<file path="config.mk">
export PLATFORM = sky130hd
export DESIGN_NAME = gfx_page_xlate
export DESIGN_NICKNAME = d
export VERILOG_FILES = /design/src/rtl/gpx_pkg.sv /design/src/rtl/gpx_xlate_cache.sv /design/src/rtl/gfx_page_xlate.sv
export SDC_FILE = /design/constraint.sdc
export NUM_CORES = 1
export LEC_CHECK = 0
export CORE_MARGIN = 3
export CORE_UTILIZATION = 26
export CTS_CLUSTER_DIAMETER = 200
export DETAILED_ROUTE_END_ITERATION = 10
export HOLD_SLACK_MARGIN = 0.06
export PLACE_DENSITY = 0.38
export REMOVE_ABC_BUFFERS = 1
export SYNTH_ARGS = -nofsm -noshare
export SYNTH_HDL_FRONTEND = slang
export SYNTH_SLANG_ARGS = --single-unit
</file>
<file path="constraint.sdc">
create_clock -name clk -period 5.8 [get_ports clk]
set_clock_uncertainty 0.2 [all_clocks]
set_input_delay 0.87 -clock clk [delete_from_list [all_inputs] [get_ports clk]]
set_output_delay 0.87 -clock clk [all_outputs]
set_load 0.005 [all_outputs]
</file>
<file path="src/rtl/gpx_pkg.sv">
package gpx_pkg;
    typedef enum logic [1:0] {
        S_IDLE     = 2'd0,
        S_PT_ISSUE = 2'd1,
        S_PT_WAIT  = 2'd2,
        S_FAULT    = 2'd3
    } walk_state_t;
endpackage

</file>
<file path="src/rtl/gpx_xlate_cache.sv">
module gpx_xlate_cache #(
    parameter int ENTRIES = 8,
    parameter int VPN_W   = 22,
    parameter int PPN_W   = 20
) (
    input  logic             clk,
    input  logic             rst_n,
    input  logic             flush,
    input  logic [VPN_W-1:0] look_vpn,
    output logic             hit,
    output logic [PPN_W-1:0] hit_ppn,
    input  logic             fill_en,
    input  logic [VPN_W-1:0] fill_vpn,
    input  logic [PPN_W-1:0] fill_ppn
);
    localparam int IDX_W = (ENTRIES > 1) ? $clog2(ENTRIES) : 1;

    logic [ENTRIES-1:0] match;
    logic [PPN_W-1:0]   ppn_sel [ENTRIES];
    logic [IDX_W-1:0]   victim_q;

    generate
        for (genvar g = 0; g < ENTRIES; g++) begin : g_ent
            logic             v_q;
            logic [VPN_W-1:0] tag_q;
            logic [PPN_W-1:0] frame_q;

            always_ff @(posedge clk or negedge rst_n) begin
                if (!rst_n) begin
                    v_q     <= 1'b0;
                    tag_q   <= '0;
                    frame_q <= '0;
                end else if (flush) begin
                    v_q <= 1'b0;
                end else if (fill_en && victim_q == IDX_W'(g)) begin
                    v_q     <= 1'b1;
                    tag_q   <= fill_vpn;
                    frame_q <= fill_ppn;
                end
            end

            assign match[g]   = v_q && (tag_q == look_vpn);
            assign ppn_sel[g] = match[g] ? frame_q : '0;
        end
    endgenerate

    always_comb begin
        hit_ppn = '0;
        for (int i = 0; i < ENTRIES; i++) hit_ppn |= ppn_sel[i];
    end
    assign hit = |match;

    // Round-robin victim pointer, rewound by a flush
    always_ff @(posedge clk or negedge rst_n) begin
        if (!rst_n)       victim_q <= '0;
        else if (flush)   victim_q <= '0;
        else if (fill_en) victim_q <= (victim_q == IDX_W'(ENTRIES-1)) ? '0 : victim_q + 1'b1;
    end

    p_unique_r9: assert property (@(posedge clk) disable iff (!rst_n)
        $onehot0(match));

    p_flush_clears_r6: assert property (@(posedge clk) disable iff (!rst_n)
        flush |=> !hit);
endmodule

</file>
<file path="src/rtl/gfx_page_xlate.sv">
module gfx_page_xlate
    import gpx_pkg::*;
#(
    parameter int VA_W    = 34,
    parameter int OFF_W   = 12,
    parameter int PPN_W   = 20,
    parameter int ENTRIES = 8,
    parameter int PT_AW   = 32,
    parameter int RES_BIT = 31
) (
    input  logic                   clk,
    input  logic                   rst_n,
    input  logic                   inval,
    input  logic [PT_AW-1:0]       pt_base,
    input  logic                   req_valid,
    input  logic [VA_W-1:0]        req_laddr,
    output logic                   req_ready,
    output logic                   rsp_valid,
    output logic [PPN_W+OFF_W-1:0] rsp_paddr,
    output logic                   pt_rd_req,
    output logic [PT_AW-1:0]       pt_rd_addr,
    input  logic                   pt_rd_valid,
    input  logic [31:0]            pt_rd_data,
    output logic                   fault_req,
    output logic [VA_W-OFF_W-1:0]  fault_vpn,
    input  logic                   fault_done
);
    localparam int VPN_W = VA_W - OFF_W;
    localparam int PA_W  = PPN_W + OFF_W;

    walk_state_t      state_q, state_d;
    logic [VPN_W-1:0] vpn_q;
    logic [OFF_W-1:0] off_q;
    logic             stale_q;
    logic             rsp_valid_q;
    logic [PA_W-1:0]  rsp_paddr_q;

    logic             hit;
    logic [PPN_W-1:0] hit_ppn;
    logic             pte_present;
    logic             fill_en;
    logic             unused_pte_bits;

    assign pte_present     = pt_rd_data[RES_BIT];
    assign unused_pte_bits = ^pt_rd_data[RES_BIT-1:PPN_W];
    assign fill_en         = (state_q == S_PT_WAIT) && pt_rd_valid && pte_present
                             && !stale_q && !inval;

    gpx_xlate_cache #(
        .ENTRIES (ENTRIES),
        .VPN_W   (VPN_W),
        .PPN_W   (PPN_W)
    ) u_cache (
        .clk      (clk),
        .rst_n    (rst_n),
        .flush    (inval),
        .look_vpn (req_laddr[VA_W-1:OFF_W]),
        .hit      (hit),
        .hit_ppn  (hit_ppn),
        .fill_en  (fill_en),
        .fill_vpn (vpn_q),
        .fill_ppn (pt_rd_data[PPN_W-1:0])
    );

    // Next-state logic
    always_comb begin
        state_d = state_q;
        unique case (state_q)
            S_IDLE:     if (req_valid && !(hit && !inval)) state_d = S_PT_ISSUE;
            S_PT_ISSUE: state_d = S_PT_WAIT;
            S_PT_WAIT: begin
                if (pt_rd_valid) begin
                    if (stale_q || inval) state_d = S_PT_ISSUE;
                    else if (pte_present) state_d = S_IDLE;
                    else                  state_d = S_FAULT;
                end
            end
            S_FAULT:    if (fault_done) state_d = S_PT_ISSUE;
            default:    state_d = S_IDLE;
        endcase
    end

    // State register
    always_ff @(posedge clk or negedge rst_n) begin
        if (!rst_n) state_q <= S_IDLE;
        else        state_q <= state_d;
    end

    // Request capture, staleness tracking and response register
    always_ff @(posedge clk or negedge rst_n) begin
        if (!rst_n) begin
            vpn_q       <= '0;
            off_q       <= '0;
            stale_q     <= 1'b0;
            rsp_valid_q <= 1'b0;
            rsp_paddr_q <= '0;
        end else begin
            rsp_valid_q <= 1'b0;
            if (state_q == S_IDLE && req_valid) begin
                vpn_q <= req_laddr[VA_W-1:OFF_W];
                off_q <= req_laddr[OFF_W-1:0];
                if (hit && !inval) begin
                    rsp_valid_q <= 1'b1;
                    rsp_paddr_q <= {hit_ppn, req_laddr[OFF_W-1:0]};
                end
            end
            if (state_q == S_PT_ISSUE)           stale_q <= inval;
            else if (state_q == S_PT_WAIT && inval) stale_q <= 1'b1;
            if (fill_en) begin
                rsp_valid_q <= 1'b1;
                rsp_paddr_q <= {pt_rd_data[PPN_W-1:0], off_q};
            end
        end
    end

    // Outputs
    always_comb begin
        req_ready  = (state_q == S_IDLE);
        pt_rd_req  = (state_q == S_PT_ISSUE);
        fault_req  = (state_q == S_FAULT);
        fault_vpn  = vpn_q;
        pt_rd_addr = pt_base + PT_AW'({vpn_q, 2'b00});
        rsp_valid  = rsp_valid_q;
        rsp_paddr  = rsp_paddr_q;
    end

    p_hit_next_r1: assert property (@(posedge clk) disable iff (!rst_n)
        (req_valid && req_ready && hit && !inval)
        |=> rsp_valid && rsp_paddr[PA_W-1:OFF_W] == $past(hit_ppn));

    p_ptrd_pulse_r2: assert property (@(posedge clk) disable iff (!rst_n)
        pt_rd_req |=> !pt_rd_req);

    p_fault_hold_r4: assert property (@(posedge clk) disable iff (!rst_n)
        (fault_req && !fault_done) |=> fault_req && $stable(fault_vpn));

    p_fault_quiet_r4: assert property (@(posedge clk) disable iff (!rst_n)
        fault_req |-> !rsp_valid && !pt_rd_req);

    p_ready_rsp_r5: assert property (@(posedge clk) disable iff (!rst_n)
        $rose(req_ready) |-> rsp_valid);

    p_stale_reread_r7: assert property (@(posedge clk) disable iff (!rst_n)
        (state_q == S_PT_WAIT && pt_rd_valid && (stale_q || inval)) |=> pt_rd_req);

    p_inval_miss_r8: assert property (@(posedge clk) disable iff (!rst_n)
        (req_valid && req_ready && inval) |=> !rsp_valid);
endmodule

</file>
# Yosys cells after proc, flatten, opt, wreduce, memory -nomap -nowiden
# Index checks and enable logic that the tools add are counted.
# W data, S select, Z words.
[word_totals] register_bits=417 inputBits=104 output_inout_bits=90 elab_cells=156
[op_classes] n_addsub=2 eq_ne=21 muxes=41 bitwise=8 n_reduce_logical=53
[op_table] cell="$eq A22 B22 Y1" n=8
[op_table] cell="$mux W20" n=8
[op_table] cell="$or A20 B20 Y20" n=7
[op_table] cell="$mux W32" n=3
[op_table] cell="$add A32 B24 Y32" n=1
[op_table] cell="$logic_and A1 B1 Y1" n=24
[op_table] cell="$reduce_bool A2 Y1" n=12
[op_table] cell="$mux W1" n=21
[op_table] cell="$reduce_and A2 Y1" n=9
[op_table] cell="$eq A3 B3 Y1 const B" n=4
[op_table] cell="$mux W2" n=5
[op_table] cell="$mux W3" n=3
[op_table] cell="$pmux W2 S4" n=1
[op_table] cell="$reduce_or A8 Y1" n=1
[op_table] cell="$eq A3 B2 Y1 const B" n=2
[op_table] cell="$eq A2 B2 Y1 const B" n=2
[op_table] cell="$ne A2 B1 Y1 const B" n=2
[op_table] cell="$add A3 B1 Y3 const B" n=1
[op_table] cell="$eq A3 B1 Y1 const B" n=1
[op_table] cell="$logic_not A1 Y1" n=3
[op_table] cell="$logic_not A3 Y1" n=1
[op_table] cell="$reduce_and A3 Y1" n=1
[op_table] cell="$eq A2 B1 Y1 const B" n=1
[op_table] cell="$logic_not A2 Y1" n=1
[op_table] cell="3 further kinds" n=3

# Logic depth before layout (Yosys ltp)
[logic_depth] depth_word=13 ltp_mapped=11 mapped_depth_nobuf=11

# Cells and area by module
# From an unflattened synthesis, not the netlist that was laid out.
[unflattened] hier_cells=1710 area_unflattened_um2=20908.8
[modules_own_cells] mod="gpx_xlate_cache" n_inst=1 cells_each=1260 area_each_um2=16482.1 seq_area_each_um2=8683.3
[modules_own_cells] mod="gfx_page_xlate" n_inst=1 cells_each=450 area_each_um2=4426.7 seq_area_each_um2=1751.7

# Worst setup path after synthesis
# No wires, ideal clock.
[synth_timing] path_kind="input port to output port" start="input pt_base[2]" end="output pt_rd_addr[28]" t_arrival_ns=2.754 required_ns=4.730 path_slack_ns=1.976 cell_stages=11 path_cell_list="ha_1 -> inv_1 -> fa_1 -> nor2b_1 -> o21ai_0 -> o211ai_1 -> o211ai_1 -> a31oi_1 -> a31oi_1 -> nand2b_1 -> xnor2_1"
[synth_between] elab_chain_len=1
[synth_lines] element="start: declaration" line_no="gfx_page_xlate.sv:14" text="input logic [PT_AW-1:0] pt_base,"
[synth_lines] element="$add A32 B24 Y32" line_no="gfx_page_xlate.sv:122" text="pt_rd_addr = pt_base + PT_AW'({vpn_q, 2'b00});"
[synth_lines] element="end: declaration" line_no="gfx_page_xlate.sv:21" text="output logic [PT_AW-1:0] pt_rd_addr,"
# Every way passes these cells.

# Worst setup path after layout
# Same ends and word-level chain as after synthesis.

==> impl_metrics.csv <==
group,metric,value,unit
clock_tree,clkLatencyLatePin,0.62,ns
global_routing,grt_pass1_vias,14700,
yosys,syn_inst,1702,
die,die_y,288,µm
layout,syn_to_final_growth,23.9,%
timing,tightest_slew,0.947,ns
clock_tree,cts_buffer_depth,3,
yosys,ys_seq_area_share,50.6,%
die,pin_count,194,
setup_path,cp_data_required_time,4.73,ns
status,status,"finished clean",
layout,fin_cells,2959,
die,die_w,288,µm
run,maxCapViolations,0,
timing,slew_violations,0,
routing,route.vias.total,14200,
setup_path,crit_family,"compound AO/OA/AOI/OAI gates",
min_path,hold_path_class,"reg -> reg",
die,dieArea,0.0827,mm²
timing,hold_viol_final,0,
setup_path,critPathMaxStageDelay,0.53,ns
layout,final_nets,2017,
timing,rsz0062_at_grt,"no",
clock_tree,cts_sinks,417,
routing,drc,0,
clock_tree,cts_root_buf,"clkbuf_16",
routing,vias_per_cell,4.81,
placement,gp_congestion,0.734,
routing,drtIter0Drc,837,
die,initial_core_util,26.4,%
timing,setup_viol,0,
timing,whs,0.282,ns
layout,layout_common_cells,"416 x dfrtp_1, 370 x mux2_2, 197 x xnor2_1",
routing,drt_wl_total,69600,µm
yosys,avgSynthCellArea,12.1,µm²
global_routing,grt_max_degree,107,
setup_path,crit_type,"in -> out",
placement,place_ws,0.437,ns
setup_path,arrival,4.30,ns
placement,dp.cells,2865,
yosys,synth_cell_types,50,
yosys,ys_ff_latch,417,
routing,wire_per_inst,23.5,µm
clock_tree,tritoncts,"built",
setup_path,critPathMaxFanout,4,
clock_tree,htree_levels,2,
global_routing,antenna_found_initial,2,
setup_path,crit_chain,"clkdlybuf4s50_1, ha_1, inv_1, fa_1, nor2b_1, o21ai_0, o211ai_1, o211ai_1, a31oi_1, a31oi_1, nand2b_1, xnor2_1, clkdlybuf4s50_1",
routing,ant_nets,0,
global_routing,grt_pass1_wl,103000,µm
power,cellLeakagePower,0.0114,µW
yosys,synth_top_area_share,50.6,%
setup_path,critPathLaunchType,"input pin",
setup_path,critPathCaptureType,"output port",
power,p_per_area,368,mW/mm²
timing,slew_headroom,36.6,%
yosys,synth_area_leaders,"dfrtp_1 51%, mux2_2 20%, xnor2_1 8.4%",
timing,clock.fmax,186,MHz
yosys,yosys.area.top_type,"dfrtp_1",
routing,dr.pass1.iters,5,
die,coreArea,0.0780,mm²
timing,finalSetupTns,0,ns
setup_path,critPathBufInv,3,
global_routing,grt_use_total,16.8,%
yosys,synth_area,0.0206,mm²
layout,layout_commonest_cell,"dfrtp_1",
timing,setup_slack,0.430,ns
timing,finalCritPeriodShare,92.6,%
die,num_rows,102,
placement,dp_hpwl,43000,µm
yosys,ys_warn_count,0,
placement,port_buffers,178,
clock_tree,cts_inserted_buffers,52,
layout,layout-drive-gt1-share,29.9,%
global_routing,grt_overflow,0,
power,ir_drop,0.000215,V
setup_path,cp_slowest_cell,"clkdlybuf4s50_1",
timing,period_minus_slack,5.37,ns
clock_tree,cts.clk_slew.worst_paths,0.06,ns
[synth_stat cells, drive strengths merged]
library cell	instances
nor4	9
nand3b	1
a221o	1
o21a	2
nor3b	2
a221oi	2
a21o	11
nand2b	4
clkbuf	67
nand3	181
ha	32
mux2i	1
nor3	24
or3	1
a211oi	1
xor2	6
o22a	1
a22o	1
o21bai	4
a31oi	3
o211ai	3
a22oi	2
nor2	64
dfrtp	417
nand4	83
nand2	51
and2	3
a311o	1
mux2	399
xnor2	197
fa	1
a41oi	1
or2	2
a21oi	22
and3	6
buf	40
o22ai	2
o21ai	17
o311ai	2
and4	2
o211a	1
inv	25
nor2b	7
[registers in the layout, indices dropped and copies added (netlist names), 2 cells and up]
signal	flops
rsp_paddr	32
u_cache.g_ent.v_q	8
state_q	2
u_cache.victim_q	3
u_cache.g_ent.frame_q	160
fault_vpn	22
u_cache.g_ent.tag_q	176
off_q	12
[worst paths after layout]
path,start,endpoint,slack [ns],cells after the start
worst max-delay path,pt_base[2],pt_rd_addr[28],0.43,13
worst min-delay path,u_cache.g_ent[1].v_q$_DFFE_PN0P_,u_cache.g_ent[1].v_q$_DFFE_PN0P_,0.28,1
worst max register to register,state_q[0]$_DFFE_PN0P_,u_cache.g_ent[6].tag_q[11]$_DFFE_PN0P_,1.88,7
worst min register to register,u_cache.g_ent[1].v_q$_DFFE_PN0P_,u_cache.g_ent[1].v_q$_DFFE_PN0P_,0.28,1
max in group asynchronous,rst_n,u_cache.g_ent[1].tag_q[7]$_DFFE_PN0P_,3.44,3
min in group asynchronous,rst_n,rsp_paddr[11]$_DFFE_PN0P_,0.62,2
[final cells by class]
class / count / area, µm²
fill: 7835 / 52500
antenna: 1 / 2.50
multi-input combinational: 1153 / 9650
sequential: 417 / 10400
clock buffer: 71 / 1510
tap: 1040 / 1300
timing repair buffer: 231 / 2270
inverter: 25 / 93.8
clock inverter: 21 / 253
[timing repair]
action,4_1_cts,5_1_grt
endpoints found under the setup margin,0,4
gates resized for setup,0,1
hold endpoints to repair,4,0
hold buffers,1,0
setup buffers,0,0
[metrics by stage]
step | utilization (%) | cell area [µm²] | total power, µW
6_report | 32.7 | 25500 | 9380
2_1_floorplan | - | 20100 | 4630
3_5_place_dp | 30.5 | 23700 | 6180
4_1_cts | 32.7 | 25500 | 9560
5_1_grt | 32.7 | 25500 | 9890
3_3_place_gp | 30.5 | 23700 | 6150
[power by group]
part | total (µW) | internal (µW) | switching [µW]
Clock | 3310 | 1960 | 1340
Sequential | 3560 | 3200 | 354
Combinational | 2520 | 1310 | 1210
[metal layers]
metal	routed length [µm]	vias to the layer above	global-route usage, %
met5	0	-	0
met4	1310	0	3.62
met3	2610	89	2.29
met2	32400	289	26.9
met1	33300	7477	24.0
li1	-	6384	-
[kinds of logic (layout without fill, tap and decap cells)]
kind of cell | Yosys count | count (layout) | share of synthesized area (%)
AND/OR/NAND/NOR | 440 | 440 | 10.8
flip-flops | 417 | 417 | 50.6
multiplexers | 400 | 400 | 22.4
XOR/XNOR | 203 | 203 | 8.63
buffers and inverters | 132 | 348 | 3.02
AO/OA/AOI/OAI | 77 | 77 | 2.50
adder cells (fa/ha/maj) | 33 | 33 | 2.04
other | 0 | 1 | 0
(Power assumes the default switching activity.)
